## config.mk

```make
export PLATFORM = sky130hd
export DESIGN_NAME = tap_status_led
export DESIGN_NICKNAME = d
export VERILOG_FILES = /design/src/rtl/tsl_pkg.sv /design/src/rtl/tsl_rst_sync.sv /design/src/rtl/tsl_tap_tracker.sv /design/src/rtl/tsl_act_stretch.sv /design/src/rtl/tsl_pwr_blink.sv /design/src/rtl/tap_status_led.sv
export SDC_FILE = /design/constraint.sdc
export NUM_CORES = 1
export LEC_CHECK = 0
export ABC_AREA = 1
export BUFFER_PORTS_ARGS = -buffer_cell sky130_fd_sc_hd__buf_2
export CAP_MARGIN = 40
export CORE_MARGIN = 2
export CORE_UTILIZATION = 35
export CTS_BUF_LIST = sky130_fd_sc_hd__clkbuf_16
export CTS_CLUSTER_SIZE = 20
export DETAILED_ROUTE_END_ITERATION = 10
export HOLD_SLACK_MARGIN = 0.1
export REMOVE_ABC_BUFFERS = 1
export SETUP_SLACK_MARGIN = 0.5
export SLEW_MARGIN = 20
export SYNTH_ARGS = -nofsm -noshare
export SYNTH_HDL_FRONTEND = slang
export SYNTH_SLANG_ARGS = --single-unit
```

## constraint.sdc

```tcl
create_clock -name tck -period 3.38 [get_ports tck]
set_clock_uncertainty 0.15 [all_clocks]
set_input_delay 0.676 -clock tck [delete_from_list [all_inputs] [get_ports tck]]
set_output_delay 0.676 -clock tck [all_outputs]
set_load 0.005 [all_outputs]
```

## src/rtl/tsl_pkg.sv

```systemverilog
package tsl_pkg;

  typedef enum logic [3:0] {
    TAP_RESET   = 4'd0,
    TAP_IDLE    = 4'd1,
    TAP_DR_SEL  = 4'd2,
    TAP_DR_CAP  = 4'd3,
    TAP_DR_SHF  = 4'd4,
    TAP_DR_EX1  = 4'd5,
    TAP_DR_PAU  = 4'd6,
    TAP_DR_EX2  = 4'd7,
    TAP_DR_UPD  = 4'd8,
    TAP_IR_SEL  = 4'd9,
    TAP_IR_CAP  = 4'd10,
    TAP_IR_SHF  = 4'd11,
    TAP_IR_EX1  = 4'd12,
    TAP_IR_PAU  = 4'd13,
    TAP_IR_EX2  = 4'd14,
    TAP_IR_UPD  = 4'd15
  } tap_state_e;

  typedef struct packed {
    logic red;
    logic grn;
  } led_t;

endpackage

```

## src/rtl/tsl_rst_sync.sv

```systemverilog
module tsl_rst_sync #(
  parameter int STAGES = 2
) (
  input  logic clk,
  input  logic arst_n,
  output logic srst_n
);

  logic [STAGES-1:0] chain_q;

  always_ff @(posedge clk or negedge arst_n) begin
    if (!arst_n) chain_q <= '0;
    else         chain_q <= {chain_q[STAGES-2:0], 1'b1};
  end

  assign srst_n = chain_q[STAGES-1];

endmodule

```

## src/rtl/tsl_tap_tracker.sv

```systemverilog
module tsl_tap_tracker
  import tsl_pkg::*;
(
  input  logic       clk,
  input  logic       rst_n,
  input  logic       tms,
  input  logic       trst_n,
  output tap_state_e state_o
);

  tap_state_e state_q, state_d, walk;

  always_comb begin
    case (state_q)
      TAP_RESET:  walk = tms ? TAP_RESET  : TAP_IDLE;
      TAP_IDLE:   walk = tms ? TAP_DR_SEL : TAP_IDLE;
      TAP_DR_SEL: walk = tms ? TAP_IR_SEL : TAP_DR_CAP;
      TAP_DR_CAP: walk = tms ? TAP_DR_EX1 : TAP_DR_SHF;
      TAP_DR_SHF: walk = tms ? TAP_DR_EX1 : TAP_DR_SHF;
      TAP_DR_EX1: walk = tms ? TAP_DR_UPD : TAP_DR_PAU;
      TAP_DR_PAU: walk = tms ? TAP_DR_EX2 : TAP_DR_PAU;
      TAP_DR_EX2: walk = tms ? TAP_DR_UPD : TAP_DR_SHF;
      TAP_DR_UPD: walk = tms ? TAP_DR_SEL : TAP_IDLE;
      TAP_IR_SEL: walk = tms ? TAP_RESET  : TAP_IR_CAP;
      TAP_IR_CAP: walk = tms ? TAP_IR_EX1 : TAP_IR_SHF;
      TAP_IR_SHF: walk = tms ? TAP_IR_EX1 : TAP_IR_SHF;
      TAP_IR_EX1: walk = tms ? TAP_IR_UPD : TAP_IR_PAU;
      TAP_IR_PAU: walk = tms ? TAP_IR_EX2 : TAP_IR_PAU;
      TAP_IR_EX2: walk = tms ? TAP_IR_UPD : TAP_IR_SHF;
      TAP_IR_UPD: walk = tms ? TAP_DR_SEL : TAP_IDLE;
      default:    walk = TAP_RESET;
    endcase
    state_d = trst_n ? walk : TAP_RESET;
  end

  always_ff @(posedge clk or negedge rst_n) begin
    if (!rst_n) state_q <= TAP_RESET;
    else        state_q <= state_d;
  end

  assign state_o = state_q;

  // test reset sampled low lands in Test-Logic-Reset
  assert_trst_forces_reset_R2: assert property (@(posedge clk) disable iff (!rst_n)
    !trst_n |=> state_q == TAP_RESET);

  // five ones on TMS always reach Test-Logic-Reset
  assert_five_ones_reset_R3: assert property (@(posedge clk) disable iff (!rst_n)
    tms && $past(tms) && $past(tms, 2) && $past(tms, 3) && $past(tms, 4)
    |=> state_q == TAP_RESET);

  // Shift-IR can only stay, exit, or be reset
  assert_irshift_successor_R1: assert property (@(posedge clk) disable iff (!rst_n)
    state_q == TAP_IR_SHF |=>
      (state_q == TAP_IR_SHF || state_q == TAP_IR_EX1 || state_q == TAP_RESET));

endmodule

```

## src/rtl/tsl_act_stretch.sv

```systemverilog
module tsl_act_stretch #(
  parameter int STRETCH_TICKS = 4
) (
  input  logic clk,
  input  logic rst_n,
  input  logic host_act,
  input  logic blink_tick,
  output logic grn_o
);

  localparam int CNT_W = $clog2(STRETCH_TICKS + 1);
  localparam logic [CNT_W-1:0] LOAD = CNT_W'(STRETCH_TICKS);

  logic [CNT_W-1:0] cnt_q, cnt_d;
  logic             cnt_en;

  always_comb begin
    cnt_en = host_act || (blink_tick && (cnt_q != '0));
    cnt_d  = host_act ? LOAD : (cnt_q - 1'b1);
  end

  always_ff @(posedge clk or negedge rst_n) begin
    if (!rst_n)      cnt_q <= '0;
    else if (cnt_en) cnt_q <= cnt_d;
  end

  assign grn_o = (cnt_q != '0);

  // a host pulse lights green on the next cycle
  assert_pulse_lights_R7: assert property (@(posedge clk) disable iff (!rst_n)
    host_act |=> grn_o);

  // the count never runs past its load value
  assert_cnt_bound_R7: assert property (@(posedge clk) disable iff (!rst_n)
    cnt_q <= LOAD);

endmodule

```

## src/rtl/tsl_pwr_blink.sv

```systemverilog
module tsl_pwr_blink (
  input  logic clk,
  input  logic rst_n,
  input  logic blink_tick,
  input  logic from_host,
  input  logic retclk_seen,
  input  logic no_retclk_mode,
  output logic red_o,
  output logic grn_o
);

  logic phase_q, phase_d, need_blink;

  always_comb begin
    phase_d    = ~phase_q;
    need_blink = !from_host && !retclk_seen && !no_retclk_mode;
  end

  always_ff @(posedge clk or negedge rst_n) begin
    if (!rst_n)          phase_q <= 1'b0;
    else if (blink_tick) phase_q <= phase_d;
  end

  assign grn_o = from_host;
  assign red_o = !from_host && (need_blink ? phase_q : 1'b1);

  // while blinking, each tick flips the red output
  assert_blink_toggles_R9: assert property (@(posedge clk) disable iff (!rst_n)
    (need_blink && blink_tick) ##1 need_blink |-> red_o != $past(red_o));

endmodule

```

## src/rtl/tap_status_led.sv

```systemverilog
module tap_status_led
  import tsl_pkg::*;
#(
  parameter int STRETCH_TICKS = 4,
  parameter int SYNC_STAGES   = 2
) (
  input  logic tck,
  input  logic rst_n,
  input  logic tms,
  input  logic trst_n,
  input  logic host_act,
  input  logic pwr_from_host,
  input  logic retclk_seen,
  input  logic no_retclk_mode,
  input  logic blink_tick,
  output logic pwr_red,
  output logic pwr_grn,
  output logic act_red,
  output logic act_grn,
  output logic tap_red,
  output logic tap_grn
);

  logic       srst_n;
  tap_state_e tap_state;
  led_t       tap_led;

  tsl_rst_sync #(.STAGES(SYNC_STAGES)) u_rst (
    .clk(tck), .arst_n(rst_n), .srst_n(srst_n)
  );

  tsl_tap_tracker u_trk (
    .clk(tck), .rst_n(srst_n), .tms(tms), .trst_n(trst_n), .state_o(tap_state)
  );

  tsl_act_stretch #(.STRETCH_TICKS(STRETCH_TICKS)) u_act (
    .clk(tck), .rst_n(srst_n), .host_act(host_act), .blink_tick(blink_tick),
    .grn_o(act_grn)
  );

  tsl_pwr_blink u_pwr (
    .clk(tck), .rst_n(srst_n), .blink_tick(blink_tick),
    .from_host(pwr_from_host), .retclk_seen(retclk_seen),
    .no_retclk_mode(no_retclk_mode), .red_o(pwr_red), .grn_o(pwr_grn)
  );

  always_comb begin
    case (tap_state)
      TAP_IDLE:               tap_led = '{red: 1'b0, grn: 1'b1};
      TAP_IR_SHF, TAP_IR_PAU: tap_led = '{red: 1'b1, grn: 1'b0};
      TAP_DR_SHF, TAP_DR_PAU: tap_led = '{red: 1'b1, grn: 1'b1};
      default:                tap_led = '{red: 1'b0, grn: 1'b0};
    endcase
  end

  assign tap_red = tap_led.red;
  assign tap_grn = tap_led.grn;
  assign act_red = !trst_n;

endmodule

```

==> metrics.cfg, run 1 <==
[place]
io_buffers=14
dpl.hpwl_mm=1.12
pre_cts_slack_ns=1.43
dpl_cell_area_um2=766
place_congestion=0.893

[layout]
fin_area_um2=861
area_delta_synth_final_pct=27.2
drive_gt1_share_pct=17.2
num_antenna_cells=0
fin_util_pct=48.8
finalNetCount=135

[worst_setup_path]
critPathArrivalTime_ns=1.36
cpMostUsedCell=nand2_1
timing.reg2reg.setup_slack_ns=1.95
crit_path_start_kind=flop
reg2reg_depth=9
path_max_fanout=5
cpPeakStageDelay_ns=0.40
reg2reg_from=u_trk.state_o[0]
cp_slowest_cell=dfrtp_1
cp.required_ns=2.55
r2r-end=u_trk.state_o[0]
crit_path_cell_trace=nor2_1 > nand2_1 > nand2_1 > inv_1 > o21ai_0 > buf_2
path_class=reg -> out
cp-end-kind=output pin

[routing]
drt-total-wl_mm=1.42
avgRoutedWirePerCell_um=9.66
ant_nets=0
dr.pass1.iters=4
drc=0
vias=676
drtIter0Drc=33
vias_per_cell=4.60

[sta]
tns_ns=0
rsz0062_at_grt=no
layout_min_cycle_time_ns=2.19
period_share_pct=64.8
finalHoldViolCount=0
timing.fmax_ghz=0.457
slew_violations=0
worst_slack_ns=1.19
setup_viol=0

[synth]
yosysWarnings=0
ys_seq_area_share_pct=37.0
syn_avg_cell_area_um2=6.45
synth_top_cell_by_area=dfrtp_1
synth_top_area_share_pct=37.0
synthTopCellsByArea=dfrtp_1, nand2_1, nor2_1, inv_1, nand3_1
synth_edf_count=0
ys_types=19
yosys-top-cells-count=nand2_1, nor2_1, inv_1
async_reset_ff_share_pct=100
syn_area_um2=677
synth_cells=105
synth-seq-cells=10
synth_most_common_cell=nand2_1
synth_ff_type=dfrtp_1

[cts]
cts_tree=built
clk_path_buf_depth=2
clkTransAtPathRegs_ns=0.04
cts_buffers=3
clk_latency_ns=0.23
cts_sinks=10
post_cts_buffers=0
cts-root-buf=clkbuf_16
h-tree-depth=1

[global_route]
grt.overflow.total=0
grt_pass1_wl_mm=2.39
grt.total_usage_pct=15.0
grt_pass1_vias=583
grt_max_degree=9
antenna_found_initial=0

[floorplan]
die-area_um2=2300
num_rows=15
die_w_um=48.0
dieHeight_um=48.0
ios=15
start_util_pct=38.4
coreArea_um2=1760

[worst_hold_path]
worstHoldPathType=reg -> reg
hold_depth=0
holdPathEnd=u_rst.chain_q[1]
min_from=u_rst.chain_q[0]

[run_status]
status=finished, final reports clean

[pwr]
power_leakage_uw=0.000493
power_density_nw_per_um2=472
max-vdd-ir-drop_mv=0.588

[flow_run]
cap_violations=0

[metrics by stage]
stage	hold slack, ns	cells	total power (uW)
after floorplan	-0.0554	103	185
after global routing	0.222	147	434
after global placement	-0.0178	142	206
after detailed placement	-0.0194	142	207
after CTS	0.214	147	412
final	0.209	147	406
[routing by layer]
layer / share of wire, % / up-vias / track usage (%)
li1: - / 360 / -
met3: 7.7 / 0 / 7.55
met5: 0 / - / 0
met1: 49 / 286 / 22.0
met4: 0 / 0 / 2.16
met2: 44 / 30 / 20.0
[critical path: cells and delay by family, from the launching register on]
kind | cells | cell delay, ns
DFF | 1 | 0.40
AOI/OAI and AO/OA | 1 | 0.12
buffers and inverters | 2 | 0.17
and+or+nand+nor | 3 | 0.44
[layout by cell type (no fill, tap or decap), types with 3 or more instances in the layout]
cell type,synthesis,routed
nand2_1,33,33
nor2_1,19,19
buf_2,1,14
inv_1,13,13
dfrtp_1,10,10
nand3_1,6,6
o21ai_0,5,5
a21oi_1,4,4
clkbuf_16,0,3
[kinds of logic (layout without fill, tap and decap cells)]
kind of cell	count (synthesis)	after routing	share of synthesized area (%)
flip-flops	10	10	37.0
XOR/XNOR	1	1	1.29
adder cells (fa/ha/maj)	2	2	3.70
AND/OR/NAND/NOR	62	62	37.3
buffers and inverters	17	34	10.2
other	1	1	0.554
AO/OA/AOI/OAI	12	12	9.98
[worst max path at each step]
stage | from | endpoint | slack, ns
2_1_floorplan | u_trk.state_o[2] | tap_red | 1.60
3_3_place_gp | retclk_seen | pwr_red | 1.47
3_5_place_dp | u_trk.state_o[2] | tap_red | 1.43
4_1_cts | u_trk.state_o[2] | tap_red | 1.19
5_1_grt | u_trk.state_o[2] | tap_red | 1.07
6_report | u_trk.state_o[2] | tap_red | 1.19
[power by group]
part	switching, uW	internal [uW]
clock	46.3	153
sequential	11.9	134
combinational	35.9	25.6
[registers in the layout, summed over array words and instances, names as in the netlist]
| register | cells |
|---|---|
| u_trk.state_o | 4 |
| u_act.cnt_q | 3 |
| u_rst.chain_q | 2 |
| u_pwr.phase_q | 1 |
[area by class of cell]
| cell class | count | area, um2 |
|---|---|---|
| clock buffer | 3 | 75.1 |
| fill | 192 | 903 |
| inverter | 15 | 56.3 |
| multi-input combinational | 78 | 358 |
| sequential | 10 | 250 |
| tap | 25 | 31.3 |
| timing repair buffer | 16 | 90.1 |
[what timing repair did]
item,in CTS,in global routing
endpoints found under the hold margin,10,0
gates resized for setup,0,0
hold buffers,2,0
No activity file was read; power rests on OpenSTA's default activity.
==> run 2, diff against run 1 <==
==> constraint.sdc (replaced) <==
create_clock -name tck -period 2.15 [get_ports tck]
set_clock_uncertainty 0.15 [all_clocks]
set_input_delay 0.43 -clock tck [delete_from_list [all_inputs] [get_ports tck]]
set_output_delay 0.43 -clock tck [all_outputs]
set_load 0.005 [all_outputs]
==> run 2 against run 1 <==
Power grew 64%. Sequential cell count stayed put. Clock-buffer cell count stayed put. Register-to-register slack worse by 1.3 ns. Non-clock buffer count increased by 13. Global-route usage up 0.57 points. Critical path depth unchanged. Final cell count increased by 9.5%. Hold slack lost 0.016 ns. Die area did not move. Final area grew 15%. Utilization is 7.4 points higher. Critical endpoint unchanged.
==> metrics.cfg, run 2 (synthesis gave the netlist of run 1 again) <==
[worst_setup_path]
cpPeakStageDelay_ns=0.45
critPathArrivalTime_ns=1.22
path_class=reg -> out
crit_path_cell_trace=nor2_4 > nand2_2 > nand2_2 > inv_2 > o21ai_1 > buf_2
cp_slowest_cell=dfrtp_2
path_max_fanout=5
cpMostUsedCell=nand2_2
crit_path_start_kind=flop
cp-end-kind=output pin
cp.required_ns=1.57

[cts]
h-tree-depth=1
cts_buffers=3
cts-root-buf=clkbuf_16
clkTransAtPathRegs_ns=0.04
clk_latency_ns=0.23
clk_path_buf_depth=2
cts_sinks=10
cts_tree=built

[sta]
worst_slack_ns=0.347
setup_viol=0
layout_min_cycle_time_ns=1.80
slew_violations=0
timing.fmax_ghz=0.555
tns_ns=0
period_share_pct=83.9
finalHoldViolCount=0
rsz0062_at_grt=yes

[global_route]
busiest_layer=met2
grt_util_met1_pct=19.9
use_met2_pct=24.5
grt.total_usage_pct=15.6
antenna_found_initial=0
grt_pass1_wl_mm=2.44
grt.overflow.total=0
grtUsageMet3_pct=6.79
grt_max_degree=9
grt_pass1_vias=587

[floorplan]
start_util_pct=38.4
dieHeight_um=48.0
coreArea_um2=1760
die_w_um=48.0
ios=15
num_rows=15
die-area_um2=2300

[layout]
largest_reg_flops=4
drive_gt1_share_pct=36.8
num_antenna_cells=0
final_common_cell=nand2_1
fillers=187
seq_area_um2=254
final_cell_mix=nand2_1, nor2_1, buf_2
multi_input_area_um2=383
finalNetCount=148
area_delta_synth_final_pct=46.4

[routing]
vias_per_cell=4.66
drt-total-wl_mm=1.69
avgRoutedWirePerCell_um=10.5
ant_nets=0
drtIter0Drc=21
drc=0
vias=751
dr.pass1.iters=4

[pwr]
max-vdd-ir-drop_mv=0.553
total_power_uw=665
power_leakage_uw=0.000551
power_density_nw_per_um2=671

[place]
pre_cts_slack_ns=0.439
io_buffers=14
dpl.hpwl_mm=1.09
place_congestion=0.870

[flow_run]
cap_violations=0

[run_status]
status=finished, final reports clean

[worst_hold_path]
worstHoldPathType=reg -> reg

## run 2: repair_timing
item                       CTS  global route
hold buffers                 2             0
hold endpoints to repair    10             0
setup endpoints to repair    2             3
gates resized for setup     12             6
pin swaps                    5             5
buffers inserted             9             3
## run 2: through the flow
step / utilization, % / area (um2) / instances / hold WS (ns)
2_1_floorplan: - / 664 / 103 / -0.0554
3_3_place_gp: 43.8 / 773 / 143 / -0.0152
3_5_place_dp: 43.8 / 773 / 143 / -0.0172
4_1_cts: 54.5 / 961 / 158 / 0.195
5_1_grt: 56.2 / 991 / 161 / 0.197
6_report: 56.2 / 991 / 161 / 0.193
## run 2: layout make-up
class / instances / share of cell area (%)
clock buffers: 3 / 7.58
clock inverters: 1 / 0.379
inverters: 15 / 5.68
multi-input cells: 78 / 38.6
flip-flops and latches: 10 / 25.6
well taps: 25 / 3.16
repair buffers: 29 / 18.9
## run 2: per-layer routing
metal	share of wire, %	routed length, um	vias up
li1	-	-	381
met1	43	725	327
met2	46	778	39
met3	9.5	160	4
met4	1.2	21	0
met5	0	0	-
## run 2: path summary, 6_finish.rpt
check,start,endpoint,slack (ns),cells after the start
worst max-delay path,u_trk.state_o[2],tap_red,0.35,6
worst min-delay path,u_rst.chain_q[0],u_rst.chain_q[1],0.19,0
worst max register to register,u_trk.state_o[2],u_trk.state_o[2],0.67,9
worst min register to register,u_rst.chain_q[0],u_rst.chain_q[1],0.19,0
max in group asynchronous,u_rst.chain_q[1],u_trk.state_o[2],1.05,1
min in group asynchronous,rst_n,u_rst.chain_q[1],0.36,2
## run 2: critical path, delay by kind of cell, from the launching register on
family,cells,cell delay (ns)
simple gates,3,0.28
compound gates,1,0.11
flops,1,0.45
buf+inv,2,0.16
## run 2: power breakdown
group	internal (uW)	switching, uW
clock network	243	80.8
logic	50.0	62.2
registers	212	17.3
total	505	160
